**config.mk**
```make
export PLATFORM = sky130hd
export DESIGN_NAME = intr_mode_seq
export DESIGN_NICKNAME = d
export VERILOG_FILES = /design/src/rtl/intr_mode_pkg.sv /design/src/rtl/intr_prio_pick.sv /design/src/rtl/intr_en_bank.sv /design/src/rtl/intr_ret_stack.sv /design/src/rtl/intr_mode_seq.sv
export SDC_FILE = /design/constraint.sdc
export NUM_CORES = 1
export LEC_CHECK = 0
export BUFFER_PORTS_ARGS = -buffer_cell sky130_fd_sc_hd__buf_4
export CAP_MARGIN = 5
export CORE_MARGIN = 3
export CORE_UTILIZATION = 40
export DETAILED_ROUTE_END_ITERATION = 8
export GPL_TIMING_DRIVEN = 0
export PLACE_DENSITY = 0.62
export RECOVER_POWER = 25
export SYNTH_ARGS = -nofsm -noshare
export SYNTH_HDL_FRONTEND = slang
export SYNTH_SLANG_ARGS = --single-unit
```
**constraint.sdc**
```tcl
create_clock -name clk -period 5.96 [get_ports clk]
set_clock_uncertainty 0.1 [all_clocks]
set_input_delay 0.596 -clock clk [delete_from_list [all_inputs] [get_ports clk]]
set_output_delay 0.596 -clock clk [all_outputs]
set_load 0.02 [all_outputs]
```
**src/rtl/intr_mode_pkg.sv**
```systemverilog
package intr_mode_pkg;
  localparam int MODE_W = 2;
  localparam int N_MODES = 4;

  typedef enum logic [MODE_W-1:0] {
    MODE_RUN    = 2'd0,
    MODE_SERVE  = 2'd1,
    MODE_TRIAGE = 2'd2,
    MODE_FAULT  = 2'd3
  } mode_e;
endpackage

```
**src/rtl/intr_prio_pick.sv**
```systemverilog
module intr_prio_pick #(
  parameter int N  = 8,
  parameter int IW = 3
) (
  input  logic [N-1:0]  cand_i,
  output logic          found_o,
  output logic [IW-1:0] idx_o
);
  // lowest set index wins
  function automatic logic [IW:0] lowest_set(input logic [N-1:0] v);
    logic [IW:0] r;
    r = '0;
    for (int i = N - 1; i >= 0; i--) begin
      if (v[i]) r = {1'b1, IW'(i)};
    end
    return r;
  endfunction

  logic [IW:0] pick;
  assign pick    = lowest_set(cand_i);
  assign found_o = pick[IW];
  assign idx_o   = pick[IW-1:0];


  pick_valid_chk: assert final (!found_o || cand_i[idx_o]);
endmodule

```
**src/rtl/intr_en_bank.sv**
```systemverilog
module intr_en_bank
  import intr_mode_pkg::*;
#(
  parameter int NB = 8
) (
  input  logic              clk,
  input  logic              rst_n,
  input  logic              we_i,
  input  logic [MODE_W-1:0] sel_i,
  input  logic [NB-1:0]     val_i,
  input  logic [MODE_W-1:0] cur_i,
  output logic [NB-1:0]     en_cur_o
);
  logic [NB-1:0] en_r [N_MODES];

  for (genvar g = 0; g < N_MODES; g++) begin : g_mask
    always_ff @(posedge clk) begin
      if (!rst_n)                              en_r[g] <= '0;
      else if (we_i && sel_i == MODE_W'(g))    en_r[g] <= val_i;
    end
  end

  assign en_cur_o = en_r[cur_i];
endmodule

```
**src/rtl/intr_ret_stack.sv**
```systemverilog
module intr_ret_stack #(
  parameter int DEPTH = 4,
  parameter int W     = 5
) (
  input  logic         clk,
  input  logic         rst_n,
  input  logic         push_i,
  input  logic         pop_i,
  input  logic [W-1:0] din_i,
  output logic [W-1:0] top_o,
  output logic         full_o,
  output logic         empty_o
);
  localparam int CW = $clog2(DEPTH + 1);

  logic [W-1:0]  mem [DEPTH];
  logic [CW-1:0] cnt;

  assign full_o  = (cnt == CW'(DEPTH));
  assign empty_o = (cnt == '0);

  always_ff @(posedge clk) begin
    if (!rst_n) begin
      cnt <= '0;
    end else if (push_i) begin
      cnt <= cnt + CW'(1);
    end else if (pop_i) begin
      cnt <= cnt - CW'(1);
    end
  end

  for (genvar g = 0; g < DEPTH; g++) begin : g_slot
    always_ff @(posedge clk) begin
      if (!rst_n)                              mem[g] <= '0;
      else if (push_i && cnt == CW'(g))        mem[g] <= din_i;
    end
  end

  always_comb begin
    top_o = '0;
    for (int i = 0; i < DEPTH; i++) begin
      if (cnt == CW'(i + 1)) top_o = mem[i];
    end
  end


  no_push_full_chk: assert property (@(posedge clk) disable iff (!rst_n)
    !(push_i && full_o));

  no_pop_empty_chk: assert property (@(posedge clk) disable iff (!rst_n)
    !(pop_i && empty_o));
endmodule

```
**src/rtl/intr_mode_seq.sv**
```systemverilog
module intr_mode_seq
  import intr_mode_pkg::*;
#(
  parameter int N_ORD     = 6,
  parameter int N_MC      = 2,
  parameter int NEST      = 4,
  parameter int N_TOT     = N_MC + N_ORD,
  parameter int IDW       = $clog2(N_TOT)
) (
  input  logic             clk,
  input  logic             rst_n,
  input  logic [N_ORD-1:0] ord_set_i,
  input  logic [N_MC-1:0]  mc_set_i,
  input  logic             en_we_i,
  input  logic [1:0]       en_sel_i,
  input  logic [N_TOT-1:0] en_val_i,
  input  logic             link_i,
  input  logic             done_i,
  output logic [1:0]       mode_o,
  output logic [3:0]       bank_sel_o,
  output logic [IDW-1:0]   svc_id_o,
  output logic             ack_o,
  output logic [IDW-1:0]   ack_id_o,
  output logic             nest_ovf_o
);
  localparam int SW = MODE_W + IDW;

  mode_e            mode_q;
  logic [IDW-1:0]   svc_q;
  logic [N_TOT-1:0] pend_q, en_cur, clr_vec;
  logic             win_found, win_mc, class_ok, take_go, take_blk;
  logic [IDW-1:0]   win_idx;
  logic             link_go, done_go;
  logic [SW-1:0]    st_top;
  logic             st_full, st_empty;

  intr_en_bank #(.NB(N_TOT)) u_en (
    .clk(clk), .rst_n(rst_n), .we_i(en_we_i), .sel_i(en_sel_i),
    .val_i(en_val_i), .cur_i(mode_q), .en_cur_o(en_cur)
  );

  intr_prio_pick #(.N(N_TOT), .IW(IDW)) u_pick (
    .cand_i(pend_q & en_cur), .found_o(win_found), .idx_o(win_idx)
  );

  // class of the winner and whether the current mode may take it
  assign win_mc   = (win_idx < IDW'(N_MC));
  assign class_ok = win_mc ? (mode_q != MODE_FAULT)
                           : (mode_q == MODE_RUN || mode_q == MODE_SERVE);
  assign take_go  = win_found && class_ok && !st_full;
  assign take_blk = win_found && class_ok && st_full;
  assign link_go  = !take_go && link_i &&
                    (mode_q == MODE_TRIAGE || mode_q == MODE_FAULT);
  assign done_go  = !take_go && done_i && mode_q == MODE_SERVE && !st_empty;

  intr_ret_stack #(.DEPTH(NEST), .W(SW)) u_stk (
    .clk(clk), .rst_n(rst_n), .push_i(take_go), .pop_i(done_go),
    .din_i({mode_q, svc_q}), .top_o(st_top),
    .full_o(st_full), .empty_o(st_empty)
  );

  always_comb begin
    clr_vec = '0;
    for (int i = 0; i < N_TOT; i++) begin
      if (take_go && win_idx == IDW'(i)) clr_vec[i] = 1'b1;
    end
  end

  always_ff @(posedge clk) begin
    if (!rst_n) begin
      pend_q     <= '0;
      mode_q     <= MODE_RUN;
      svc_q      <= '0;
      ack_o      <= 1'b0;
      ack_id_o   <= '0;
      nest_ovf_o <= 1'b0;
    end else begin
      pend_q     <= (pend_q & ~clr_vec) | {ord_set_i, mc_set_i};
      ack_o      <= take_go;
      nest_ovf_o <= nest_ovf_o | take_blk;
      if (take_go) begin
        mode_q   <= win_mc ? MODE_FAULT : MODE_TRIAGE;
        svc_q    <= win_idx;
        ack_id_o <= win_idx;
      end else if (link_go) begin
        mode_q <= MODE_SERVE;
      end else if (done_go) begin
        mode_q <= mode_e'(st_top[SW-1:IDW]);
        svc_q  <= st_top[IDW-1:0];
      end
    end
  end

  assign mode_o     = mode_q;
  assign svc_id_o   = svc_q;
  assign bank_sel_o = 4'b0001 << mode_q;


  ack_entry_chk: assert property (@(posedge clk) disable iff (!rst_n)
    ack_o |-> (mode_q == MODE_TRIAGE || mode_q == MODE_FAULT));

  take_ack_chk: assert property (@(posedge clk) disable iff (!rst_n)
    take_go |=> (ack_o && ack_id_o == svc_id_o));

  mc_route_chk: assert property (@(posedge clk) disable iff (!rst_n)
    (take_go && win_mc) |=> mode_q == MODE_FAULT);

  fault_hold_chk: assert property (@(posedge clk) disable iff (!rst_n)
    mode_q == MODE_FAULT |-> !take_go);

  link_serve_chk: assert property (@(posedge clk) disable iff (!rst_n)
    link_go |=> (mode_q == MODE_SERVE && $stable(svc_id_o)));

  ovf_sticky_chk: assert property (@(posedge clk) disable iff (!rst_n)
    nest_ovf_o |=> nest_ovf_o);

  bank_onehot_chk: assert property (@(posedge clk) disable iff (!rst_n)
    $countones(bank_sel_o) == 1);
endmodule

```
Word level (Yosys, flattened, before mapping)
Memories as Yosys holds them, arrays and structs flattened. A register that Yosys moved wholly into a read port is not among the register bits.
Index checks and enable logic that the tools add are counted.
W data, S select, Z words.
{"block": "word_totals", "reg_bits": 21, "in_bits": 23, "n_memories": 2, "ramBits": 52}
{"memory": "u_en.en_r", "depth": 4, "width": 8, "rd": 1, "rd_clocked_by_memory_dff": 1, "wr": 4, "line_no": "intr_en_bank.sv:14", "text": "logic [NB-1:0] en_r [N_MODES];"}
{"memory": "u_stk.mem", "depth": 4, "width": 5, "rd": 4, "rd_clocked_by_memory_dff": 0, "wr": 4, "line_no": "intr_ret_stack.sv:16", "text": "logic [W-1:0] mem [DEPTH];"}
{"block": "op_classes", "mux": 65, "magnitude_cmp": 1, "addsub": 2, "n_reduce_logical": 36, "eq_ne": 19, "bitwise": 13, "n_shift": 1}
{"cell": "$mux W5", "n": 8}
{"cell": "$mux W1", "n": 35}
{"cell": "$mux W4", "n": 8}
{"cell": "$mux W8", "n": 4}
{"cell": "$logic_and A1 B1 Y1", "n": 24}
{"cell": "$and A8 B8 Y8", "n": 2}
{"cell": "$eq A3 B3 Y1 const B", "n": 5}
{"cell": "$mux W3", "n": 5}
{"cell": "$eq A3 B2 Y1 const B", "n": 4}
{"cell": "$mux W2", "n": 5}
{"cell": "$or A1 B1 Y1", "n": 9}
{"cell": "$eq A2 B2 Y1 const B", "n": 4}
{"cell": "$not A8 Y8", "n": 1}
{"cell": "$or A8 B8 Y8", "n": 1}
{"cell": "$eq A3 B1 Y1 const B", "n": 2}
{"cell": "$logic_not A3 Y1", "n": 2}
{"cell": "$eq A2 B1 Y1 const B", "n": 2}
{"cell": "$logic_not A2 Y1", "n": 2}
{"cell": "$ne A2 B2 Y1 const B", "n": 2}
{"cell": "$shl A1 B2 Y4 const A", "n": 1}
{"cell": "$add A3 B1 Y3 const B", "n": 1}
{"cell": "$logic_not A1 Y1", "n": 3}
{"cell": "$lt A3 B2 Y1 const B", "n": 1}
{"cell": "$reduce_bool A3 Y1", "n": 1}
{"cell": "4 further kinds", "n": 5}

Depth between registers and ports, before layout
Gate-level depths: netlist (run 1).
{"block": "logic_depth", "word_depth": 22, "mapped_depth": 9, "depth_no_buf": 8}

Cells and area by module
From an unflattened synthesis (run 1), not the netlist that was laid out.
{"block": "hier_totals", "hier_cells": 306, "area_unflattened_um2": 3555.9}
{"mod": "intr_en_bank", "cells_per_inst": 85, "seq_area_each_um2": 960.9, "area_per_inst_um2": 1432.6, "n_inst": 1}
{"mod": "intr_ret_stack", "cells_per_inst": 104, "seq_area_each_um2": 660.6, "area_per_inst_um2": 1173.6, "n_inst": 1}
{"mod": "intr_mode_seq", "cells_per_inst": 103, "seq_area_each_um2": 360.3, "area_per_inst_um2": 867.1, "n_inst": 1}
{"mod": "intr_prio_pick", "cells_per_inst": 14, "seq_area_each_um2": 0.0, "area_per_inst_um2": 82.6, "n_inst": 1}

Worst setup path after synthesis (run 1)
OpenSTA, ideal clock, no wires.
{"block": "synth_timing", "path_type": "flip-flop to flip-flop", "from": "register with a tool-made name", "to": "memory u_stk.mem[0][0], enable pin", "setup_time_ns": 0.374, "required_ns": 5.486, "setup_slack_ns": 3.479, "arrival_time_ns": 2.007, "n_path_buf": 1, "path_stages_with_launch": 8, "path_cell_list": "dfxtp_1 -> buf_6 -> mux4_2 -> a22oi_1 -> o21ai_0 -> a21boi_0 -> nand2_1 -> o21ai_0"}
{"element": "end: declaration", "line_no": "intr_ret_stack.sv:16"}

==> impl_metrics.py, run 1 <==
metrics = {
    "synthesis": {
        "synth-async-reset-ratio": 0,
        "ys_ff_latch": 75,
        "yosysUniqueCellTypes": 48,
        "synth_area_sq_mm": 0.00364,
        "avgSynthCellArea_sq_um": 11.3,
        "ys_seq_area_frac": 0.555,
        "synth_edf_count": 52,
        "synth_cells": 323,
        "syn_nets": 352,
        "ys_warn_count": 0,
        "synth_ff_type": "edfxtp_1",
    },
    "layout": {
        "fill_cells": 829,
        "syn_to_final_growth_pct": 16.4,
        "diodes": 0,
        "fin_nets": 401,
        "multi_input_area_sq_mm": 0.00153,
        "drive_gt1_frac": 0.164,
        "seq_area_sq_mm": 0.00202,
    },
    "clock_network": {
        "cts_made_buffers": 9,
        "clock_path_buffers": 2,
        "cts_setup_buffers": 0,
        "htree_levels": 3,
        "cts_tree": "done",
        "worst_skew_pair.late_latency_ns": 0.36,
        "cts.clk_slew.worst_paths_ns": 0.09,
        "cts_sinks": 75,
        "cts_resized": 0,
        "cts_hold_buf": 0,
        "cts_root_buf": "clkbuf_8",
    },
    "power_and_ir_drop": {
        "cellPowerDensity_mw_per_mm2": 433,
        "p_comb_frac": 0.377,
        "p_leak_nw": 1.60,
        "p_int_w": 0.00113,
        "seqPwrFrac": 0.390,
        "power.share.clock": 0.233,
        "irDropWorstVdd_mv": 0.155,
        "p_sw_frac": 0.385,
        "switching_power_w": 0.000706,
    },
    "floorplan": {
        "fp.dieH_um": 101,
        "ios": 37,
        "die_area_sq_mm": 0.0103,
        "core_area_sq_mm": 0.00881,
        "start_util": 0.414,
        "placementRows": 34,
        "die_w_um": 101,
    },
    "sta": {
        "finalSetupViolCount": 0,
        "hold_viol": 0,
        "fin_crit_ns": 3.15,
        "fin_hold_ws_ns": 0.342,
        "period_share": 0.528,
        "worst_pin_slew_ns": 0.866,
        "slew_violations": 0,
        "fmax_ghz": 0.318,
        "rsz0062_at_grt": "false",
        "slew_headroom": 0.419,
        "fin_setup_tns_ns": 0,
    },
    "critical_path": {
        "critPathTopFamily": "compound AO/OA/AOI/OAI gates",
        "cp_max_fo": 10,
        "cpPeakStageDelay_ns": 0.66,
        "cp_cell_sequence": "buf_2 -> mux4_2 -> a22oi_1 -> o21ai_0 -> a21boi_0 -> nand2_1 -> o21ai_0",
        "timing_worst_setup_path_type": "flop to flop",
        "crit_top_cell": "o21ai_0",
        "critical_path.endpoint_type": "flop",
        "crit_slowest_cell": "o21ai_0",
        "critPathLaunchType": "flop",
        "crit_buf_inv": 1,
        "worst-endpoint-arrival_ns": 3.03,
        "required_ns": 5.84,
    },
    "run_status": {
        "status": "finished clean",
    },
    "global_routing": {
        "antenna_found_initial": 0,
        "grt_usage": 0.168,
        "grt_pass1_wl_um": 13000,
        "grt_pass1_vias": 2480,
        "grt_max_degree": 17,
        "grt-ovfl-total": 0,
    },
    "drt": {
        "drc": 0,
        "wl_per_cell_um": 16.9,
        "via_per_inst": 5.37,
        "first_pass_iters": 4,
        "vias": 2604,
        "ant_nets": 0,
        "wl_um": 8190,
        "drtIter0Drc": 129,
    },
    "job": {
        "cap_violations": 0,
    },
    "hold_path": {
        "hold_class": "input pin to flop",
    },
    "placement": {
        "gp_congestion": 0.825,
        "portBuffers": 35,
        "dp_hpwl_um": 5920,
    },
}
## registers in the layout (all words and copies together) (netlist names), named ones only
register,flops
pend_q,8
svc_id_o,3
u_stk.cnt,3
ack_id_o,3
nest_ovf_o,1
u_stk.mem,20
ack_o,1
mode_o,2
u_en.en_r,32
## final cells by class
cell class	count	share of cell area
sequential	75	0.477
buffer	11	0.0139
inverter	10	0.00885
tap	108	0.0319
multi-input combinational	227	0.360
timing repair buffer	38	0.0581
clock buffer	9	0.0292
clock inverter	7	0.0218
## through the flow
stage	cell area, sq um	util	instances	worst slack (ns)	total power (W)
6_report	4240	0.482	485	2.81	0.00184
5_1_grt	4240	0.482	485	2.52	0.00194
4_1_cts	4260	0.484	483	2.76	0.00187
3_5_place_dp	4050	0.460	467	2.81	0.00144
3_3_place_gp	4040	0.459	466	2.86	0.00143
2_1_floorplan	3640	-	323	3.48	0.00121
## Yosys cell counts (2+ instances only)
cell type / instances / area, sq um
nand3_1: 4 / 20.0
and3_1: 8 / 50.1
inv_1: 10 / 37.5
mux4_2: 3 / 67.6
edfxtp_1: 52 / 1560
mux2_2: 2 / 22.5
a21oi_1: 8 / 40.0
o21a_1: 3 / 22.5
a22oi_1: 3 / 22.5
buf_2: 2 / 10.0
o21ai_0: 22 / 110
nor2_1: 33 / 124
dfxtp_1: 23 / 460
a221oi_1: 4 / 35.0
clkbuf_1: 7 / 26.3
nand2_1: 30 / 113
nand2b_1: 7 / 43.8
ha_1: 6 / 75.1
nor2b_1: 7 / 43.8
and2_1: 38 / 238
a21boi_0: 6 / 45.0
o22ai_1: 2 / 12.5
a31oi_1: 9 / 56.3
mux4_1: 3 / 78.8
a211o_1: 3 / 26.3
a21boi_2: 2 / 22.5
mux2i_1: 4 / 40.0
buf_6: 2 / 22.5
## final timing paths
path / startpoint / to / slack (ns) / cells after the start
min: mc_set_i[0] / pend_q[0] / 0.34 / 2
min reg2reg: ack_id_o[0] / ack_id_o[0] / 0.38 / 2
max: flop / u_stk.mem[1][0] / 2.81 / 7
max reg2reg: flop / u_stk.mem[1][0] / 2.81 / 7
## worst register-to-register path: stages, from the launching register on
cell      delay (ns)
dfxtp_1         0.31
buf_2           0.27
mux4_2          0.33
a22oi_1         0.15
o21ai_0         0.15
a21boi_0        0.62
nand2_1         0.17
o21ai_0         0.66
## metal layers
metal / track usage / wire length (um)
met5: 0 / 0
met4: 0.0644 / 114
met3: 0.0296 / 412
met2: 0.256 / 3730
met1: 0.240 / 3930
## cells in the final DEF (no fill, tap or decap), types with 6 or more instances in the layout
master     n
edfxtp_1  52
nor2_1    33
nand2_1   30
and2_1    26
buf_4     26
dfxtp_1   23
o21ai_0   21
clkbuf_1  16
and2_0    13
inv_1     10
a31oi_1    9
clkbuf_8   9
and3_1     8
a21oi_1    8
nor2b_1    7
nand2b_1   7
a21boi_0   6
ha_1       6
## power by group through the flow
stage               Combinational (W)  Clock (W)  Sequential, W
finish                       0.000692   0.000427       0.000716
global placement             0.000707          0       0.000727
global route                 0.000762   0.000450       0.000727
detailed placement           0.000711          0       0.000729
floorplan                    0.000469          0       0.000742
CTS                          0.000715   0.000435       0.000717
## kinds of logic after synthesis
group / after synthesis / synth area share
mux: 12 / 0.0573
simple gates: 135 / 0.196
compound gates: 73 / 0.143
fa+ha+maj: 6 / 0.0206
flops: 75 / 0.555
buf+inv: 21 / 0.0264
xor+xnor: 1 / 0.00240
Power figures use the tool's default switching activity.
==> run 2, diff against run 1 <==
Clock period 5.96 ns to 3 ns, I/O delays scaled along.
==> run 2 against run 1 <==
Net effect: clock-buffer cell count stayed put; flip-flop and latch count did not move; design area rose by 0.35%; sequential share of layout area decreased by 0.17 points; die area is the same; clock power up 99%; highest routed layer unchanged.
==> impl_metrics.py, run 2 (synthesis results as in run 1) <==
metrics = {
    "layout": {
        "final_common_cell": "edfxtp_1",
        "reg.largest.list": "u_en.en_r: 32 flops, u_stk.mem: 20 flops, pend_q: 8 flops",
        "largest_reg_flops": 32,
        "final_cell_mix": "edfxtp_1, nor2_1, nand2_1",
        "syn_to_final_growth_pct": 16.8,
        "diodes": 0,
        "fin_nets": 403,
        "drive_gt1_frac": 0.169,
        "top_register": "u_en.en_r",
        "stdcell_area_sq_mm": 0.00426,
        "utilization": 0.483,
        "fin_cells": 487,
    },
    "drt": {
        "vias": 2585,
        "ant_nets": 0,
        "wl_um": 8200,
        "drc": 0,
        "drtIter0Drc": 143,
        "first_pass_iters": 4,
        "via_per_inst": 5.31,
        "wl_per_cell_um": 16.8,
    },
    "placement": {
        "portBuffers": 35,
        "gp_congestion": 0.825,
        "pre_cts_slack_ns": -0.152,
        "dp_hpwl_um": 5920,
        "place_area_sq_mm": 0.00405,
        "dp.cells": 467,
    },
    "sta": {
        "fmax_ghz": 0.359,
        "period_share": 0.928,
        "fin_crit_ns": 2.78,
        "finalSetupViolCount": 0,
        "slew_violations": 0,
        "slew_headroom": 0.419,
        "worst_pin_slew_ns": 0.866,
        "rsz0062_at_grt": "false",
        "hold_viol": 0,
        "fin_ws_ns": 0.217,
    },
    "critical_path": {
        "cpPeakStageDelay_ns": 0.42,
        "crit_slowest_cell": "dfxtp_1",
        "critPathLaunchType": "flop",
        "critical_path.endpoint_type": "flop",
        "worst-endpoint-arrival_ns": 2.74,
        "rrSetupSlack_ns": 0.22,
        "timing_worst_setup_path_type": "flop to flop",
        "r2r-end": "u_stk.mem[3][4]",
        "timing.rr.start": "u_stk.cnt[0]",
        "cp_cell_sequence": "inv_1 -> ha_1 -> inv_1 -> nor2_1 -> or2_2 -> a221oi_4 -> buf_6 -> nand2_1 -> nand2_1",
        "cp_max_fo": 10,
        "r2r_cells": 9,
        "required_ns": 2.95,
    },
    "global_routing": {
        "grt_pass1_vias": 2480,
        "antenna_found_initial": 0,
        "grt-ovfl-total": 0,
        "grt_max_degree": 17,
        "grt_pass1_wl_um": 13000,
        "grt_usage": 0.168,
    },
    "power_and_ir_drop": {
        "p_total_w": 0.00369,
        "p_leak_nw": 1.61,
        "cellPowerDensity_mw_per_mm2": 866,
        "irDropWorstVdd_mv": 0.310,
    },
    "hold_path": {
        "holdPathEnd": "pend_q[0]",
        "min_path_cells": 2,
        "hold_class": "input pin to flop",
        "worstHoldStart": "mc_set_i[0]",
    },
    "clock_network": {
        "cts_tree": "done",
        "worst_skew_pair.late_latency_ns": 0.36,
        "clock_path_buffers": 2,
        "cts.clk_slew.worst_paths_ns": 0.09,
        "cts_root_buf": "clkbuf_8",
        "cts_made_buffers": 9,
        "cts_hold_buf": 0,
        "cts_sinks": 75,
        "htree_levels": 3,
    },
    "run_status": {
        "status": "finished clean",
    },
    "floorplan": {
        "fp.dieH_um": 101,
        "die_w_um": 101,
        "ios": 37,
        "placementRows": 34,
        "start_util": 0.414,
        "core_area_sq_mm": 0.00881,
        "die_area_sq_mm": 0.0103,
    },
    "job": {
        "cap_violations": 0,
    },
}
==> run 2: cell types whose count changed in the layout (fill, tap and decap cells not counted) <==
cell	previous run	this run
a21boi_0	6	5
a21boi_1	1	2
o21ai_1	1	4
o21ai_0	21	18
buf_4	26	28
==> run 2: worst max-delay path, delay by kind of cell, from the launching register on <==
| kind | cells | cell delay [ns] |
|---|---|---|
| and+or+nand+nor | 4 | 0.82 |
| buffers and inverters | 3 | 0.45 |
| DFF | 1 | 0.42 |
| AOI/OAI and AO/OA | 1 | 0.36 |
| adders and majority gates | 1 | 0.32 |
==> run 2: worst max-delay path by stage <==
stage,end,start,slack [ns]
2_1_floorplan,u_stk.mem[0][0],flop,0.52
4_1_cts,u_stk.mem[1][0],flop,0.002
3_5_place_dp,u_stk.mem[1][1],flop,-0.15
5_1_grt,u_stk.mem[1][0],flop,0.01
6_report,u_stk.mem[3][4],u_stk.cnt[0],0.22
3_3_place_gp,u_stk.mem[1][1],flop,-0.10
==> run 2: layout make-up <==
class,instances,area (sq um)
fill,828,4550
sequential,75,2020
multi-input combinational,227,1530
timing repair buffer,40,262
tap,108,135
clock buffer,9,124
clock inverter,7,92.6
buffer,11,58.8
inverter,10,37.5
==> run 2: repair_timing <==
item / CTS / global route
endpoints found under the setup margin: 15 / 20
pin swaps: 0 / 0
buffers inserted: 0 / 2
resized for setup: 3 / 1
==> run 2: power by group <==
| group | leakage, nW | internal, W | switching (W) |
|---|---|---|---|
| combinational | 0.782 | 0.000561 | 0.000854 |
| sequential | 0.715 | 0.00131 | 0.000115 |
| clock | 0.109 | 0.000407 | 0.000444 |
==> run 2: routing by layer <==
metal,vias up,part of all wire,track usage,wire length (um)
met1,1233,0.48,0.240,3940
met5,-,0,0,0
met2,65,0.46,0.256,3750
li1,1277,-,-,-
met3,10,0.049,0.0296,406
met4,0,0.014,0.0644,115
==> run 2: metrics by stage <==
| step | hold slack, ns | setup TNS, ns |
|---|---|---|
| detailed placement | 0.375 | -1.46 |
| CTS | 0.0380 | 0 |
| global placement | 0.371 | -0.690 |
| global route | 0.0515 | 0 |
| finish | 0.0443 | 0 |
| floorplan | 0.324 | 0 |
==> run 3, diff against run 2 <==
Settings changed: HOLD_SLACK_MARGIN set to 0.06.
==> run 3 against run 2 <==
Net effect: non-clock buffer count is 1 higher; via count up 0.54%; worst setup slack worse by 0.0037 ns; first-iteration DRC count decreased by 4.2%; core utilization up 0.11 points; power is essentially flat; wire length is essentially flat; design area grew 0.24%; sequential share of layout area shrank 0.11 points; cell count grew 0.21%.
==> impl_metrics.py, run 3 (synthesis results as in run 1) <==
metrics = {
    "layout": {
        "fill_cells": 828,
        "final_cell_mix": "edfxtp_1, nor2_1, nand2_1",
        "largest_reg_flops": 32,
        "stdcell_area_sq_mm": 0.00427,
        "final_common_cell": "edfxtp_1",
        "top_register": "u_en.en_r",
        "drive_gt1_frac": 0.168,
        "diodes": 0,
        "syn_to_final_growth_pct": 17.1,
        "reg.largest.list": "u_en.en_r: 32 flops, u_stk.mem: 20 flops, pend_q: 8 flops",
        "fin_nets": 404,
    },
    "global_routing": {
        "grt_pass1_wl_um": 13000,
        "grt_pass1_vias": 2492,
        "antenna_found_initial": 0,
        "grt_max_degree": 17,
        "grt-ovfl-total": 0,
        "grt_usage": 0.168,
    },
    "floorplan": {
        "fp.dieH_um": 101,
        "die_w_um": 101,
        "die_area_sq_mm": 0.0103,
        "start_util": 0.414,
        "ios": 37,
        "core_area_sq_mm": 0.00881,
        "placementRows": 34,
    },
    "sta": {
        "period_share": 0.929,
        "finalSetupViolCount": 0,
        "slew_violations": 0,
        "fin_crit_ns": 2.79,
        "rsz0062_at_grt": "false",
        "fin_setup_tns_ns": 0,
        "slew_headroom": 0.424,
        "worst_pin_slew_ns": 0.858,
        "fmax_ghz": 0.359,
        "hold_viol": 0,
    },
    "hold_path": {
        "holdPathEnd": "pend_q[3]",
        "worstHoldStart": "ord_set_i[1]",
        "min_path_cells": 3,
        "hold_class": "input pin to flop",
    },
    "critical_path": {
        "critPathLaunchType": "flop",
        "worst-endpoint-arrival_ns": 2.74,
        "cp_cell_sequence": "inv_1 -> ha_1 -> inv_1 -> nor2_1 -> or2_2 -> a221oi_4 -> buf_6 -> nand2_1 -> nand2_1",
        "critical_path.endpoint_type": "flop",
        "timing_worst_setup_path_type": "flop to flop",
        "crit_buf_inv": 3,
        "cpPeakStageDelay_ns": 0.42,
        "r2r-end": "u_stk.mem[3][4]",
        "cp_max_fo": 10,
        "crit_slowest_cell": "dfxtp_1",
        "timing.rr.start": "u_stk.cnt[0]",
        "required_ns": 2.95,
        "critPathTopFamily": "simple AND/OR/NAND/NOR gates",
        "rrSetupSlack_ns": 0.21,
        "r2r_cells": 9,
    },
    "placement": {
        "portBuffers": 35,
        "gp_congestion": 0.825,
        "place_area_sq_mm": 0.00405,
        "dp_hpwl_um": 5920,
    },
    "clock_network": {
        "cts_tree": "done",
        "cts_root_buf": "clkbuf_8",
        "cts.clk_slew.worst_paths_ns": 0.09,
        "clock_path_buffers": 2,
        "worst_skew_pair.late_latency_ns": 0.36,
        "cts_sinks": 75,
        "htree_levels": 3,
        "cts_made_buffers": 9,
    },
    "power_and_ir_drop": {
        "p_total_w": 0.00368,
        "cellPowerDensity_mw_per_mm2": 863,
        "irDropWorstVdd_mv": 0.309,
        "p_leak_nw": 1.61,
    },
    "job": {
        "cap_violations": 0,
    },
    "drt": {
        "drc": 0,
        "via_per_inst": 5.33,
        "drtIter0Drc": 137,
        "wl_per_cell_um": 16.8,
        "ant_nets": 0,
        "wl_um": 8200,
        "first_pass_iters": 4,
        "vias": 2599,
    },
    "run_status": {
        "status": "finished clean",
    },
}
## run 3: cell count changes in the layout (fill, tap and decap cells not counted), sizes merged
cell / change
dlygate4sd3: +1
## run 3: power breakdown
part	internal [W]	leakage, nW	switching (W)
logic	0.000561	0.786	0.000852
registers	0.00131	0.715	0.000114
clock network	0.000407	0.109	0.000442
total	0.00228	1.61	0.00141
## run 3: worst max path at each step
stage / startpoint / endpoint / slack [ns] / cells after the start
finish: u_stk.cnt[0] / u_stk.mem[3][4] / 0.21 / 9
global route: flop / u_stk.mem[1][0] / 0.01 / 7
CTS: flop / u_stk.mem[1][0] / 0.002 / 7
detailed placement: flop / u_stk.mem[1][1] / -0.15 / 7
global placement: flop / u_stk.mem[1][1] / -0.10 / 7
floorplan: flop / u_stk.mem[0][0] / 0.52 / 7
## run 3: what timing repair did
action,in CTS,in global routing
setup buffers,0,2
hold buffers,1,0
hold endpoints to repair,1,0
gates resized for setup,3,1
endpoints found under the setup margin,15,20
## run 3: tightest hold or removal path, stage by stage
cell	delay [ns]
buf_4	0.11
inv_1	0.04
a31oi_1	0.06
## run 3: layout make-up
| type | count | area [sq um] | share of cell area |
|---|---|---|---|
| flip-flops and latches | 75 | 2020 | 0.474 |
| multi-input cells | 227 | 1530 | 0.357 |
| repair buffers | 41 | 272 | 0.0636 |
| well taps | 108 | 135 | 0.0317 |
| clock buffers | 9 | 124 | 0.0290 |
| clock inverters | 7 | 92.6 | 0.0217 |
| plain buffers | 11 | 58.8 | 0.0138 |
| inverters | 10 | 37.5 | 0.00880 |
## run 3: layer usage
layer | vias to the layer above | wire length (um) | track usage
met3 | 11 | 405 | 0.0303
met1 | 1248 | 3960 | 0.240
li1 | 1277 | - | -
met5 | - | 0 | 0
met2 | 63 | 3700 | 0.255
met4 | 0 | 133 | 0.0675
## run 3: metrics by stage
step | util | hold WS, ns | instances | worst slack (ns)
after floorplan | - | 0.324 | 323 | 0.519
after global placement | 0.459 | 0.371 | 466 | -0.102
after detailed placement | 0.460 | 0.375 | 467 | -0.152
after CTS | 0.485 | 0.0801 | 484 | 0.00161
after global routing | 0.485 | 0.0969 | 488 | 0.0111
final | 0.485 | 0.0924 | 488 | 0.214
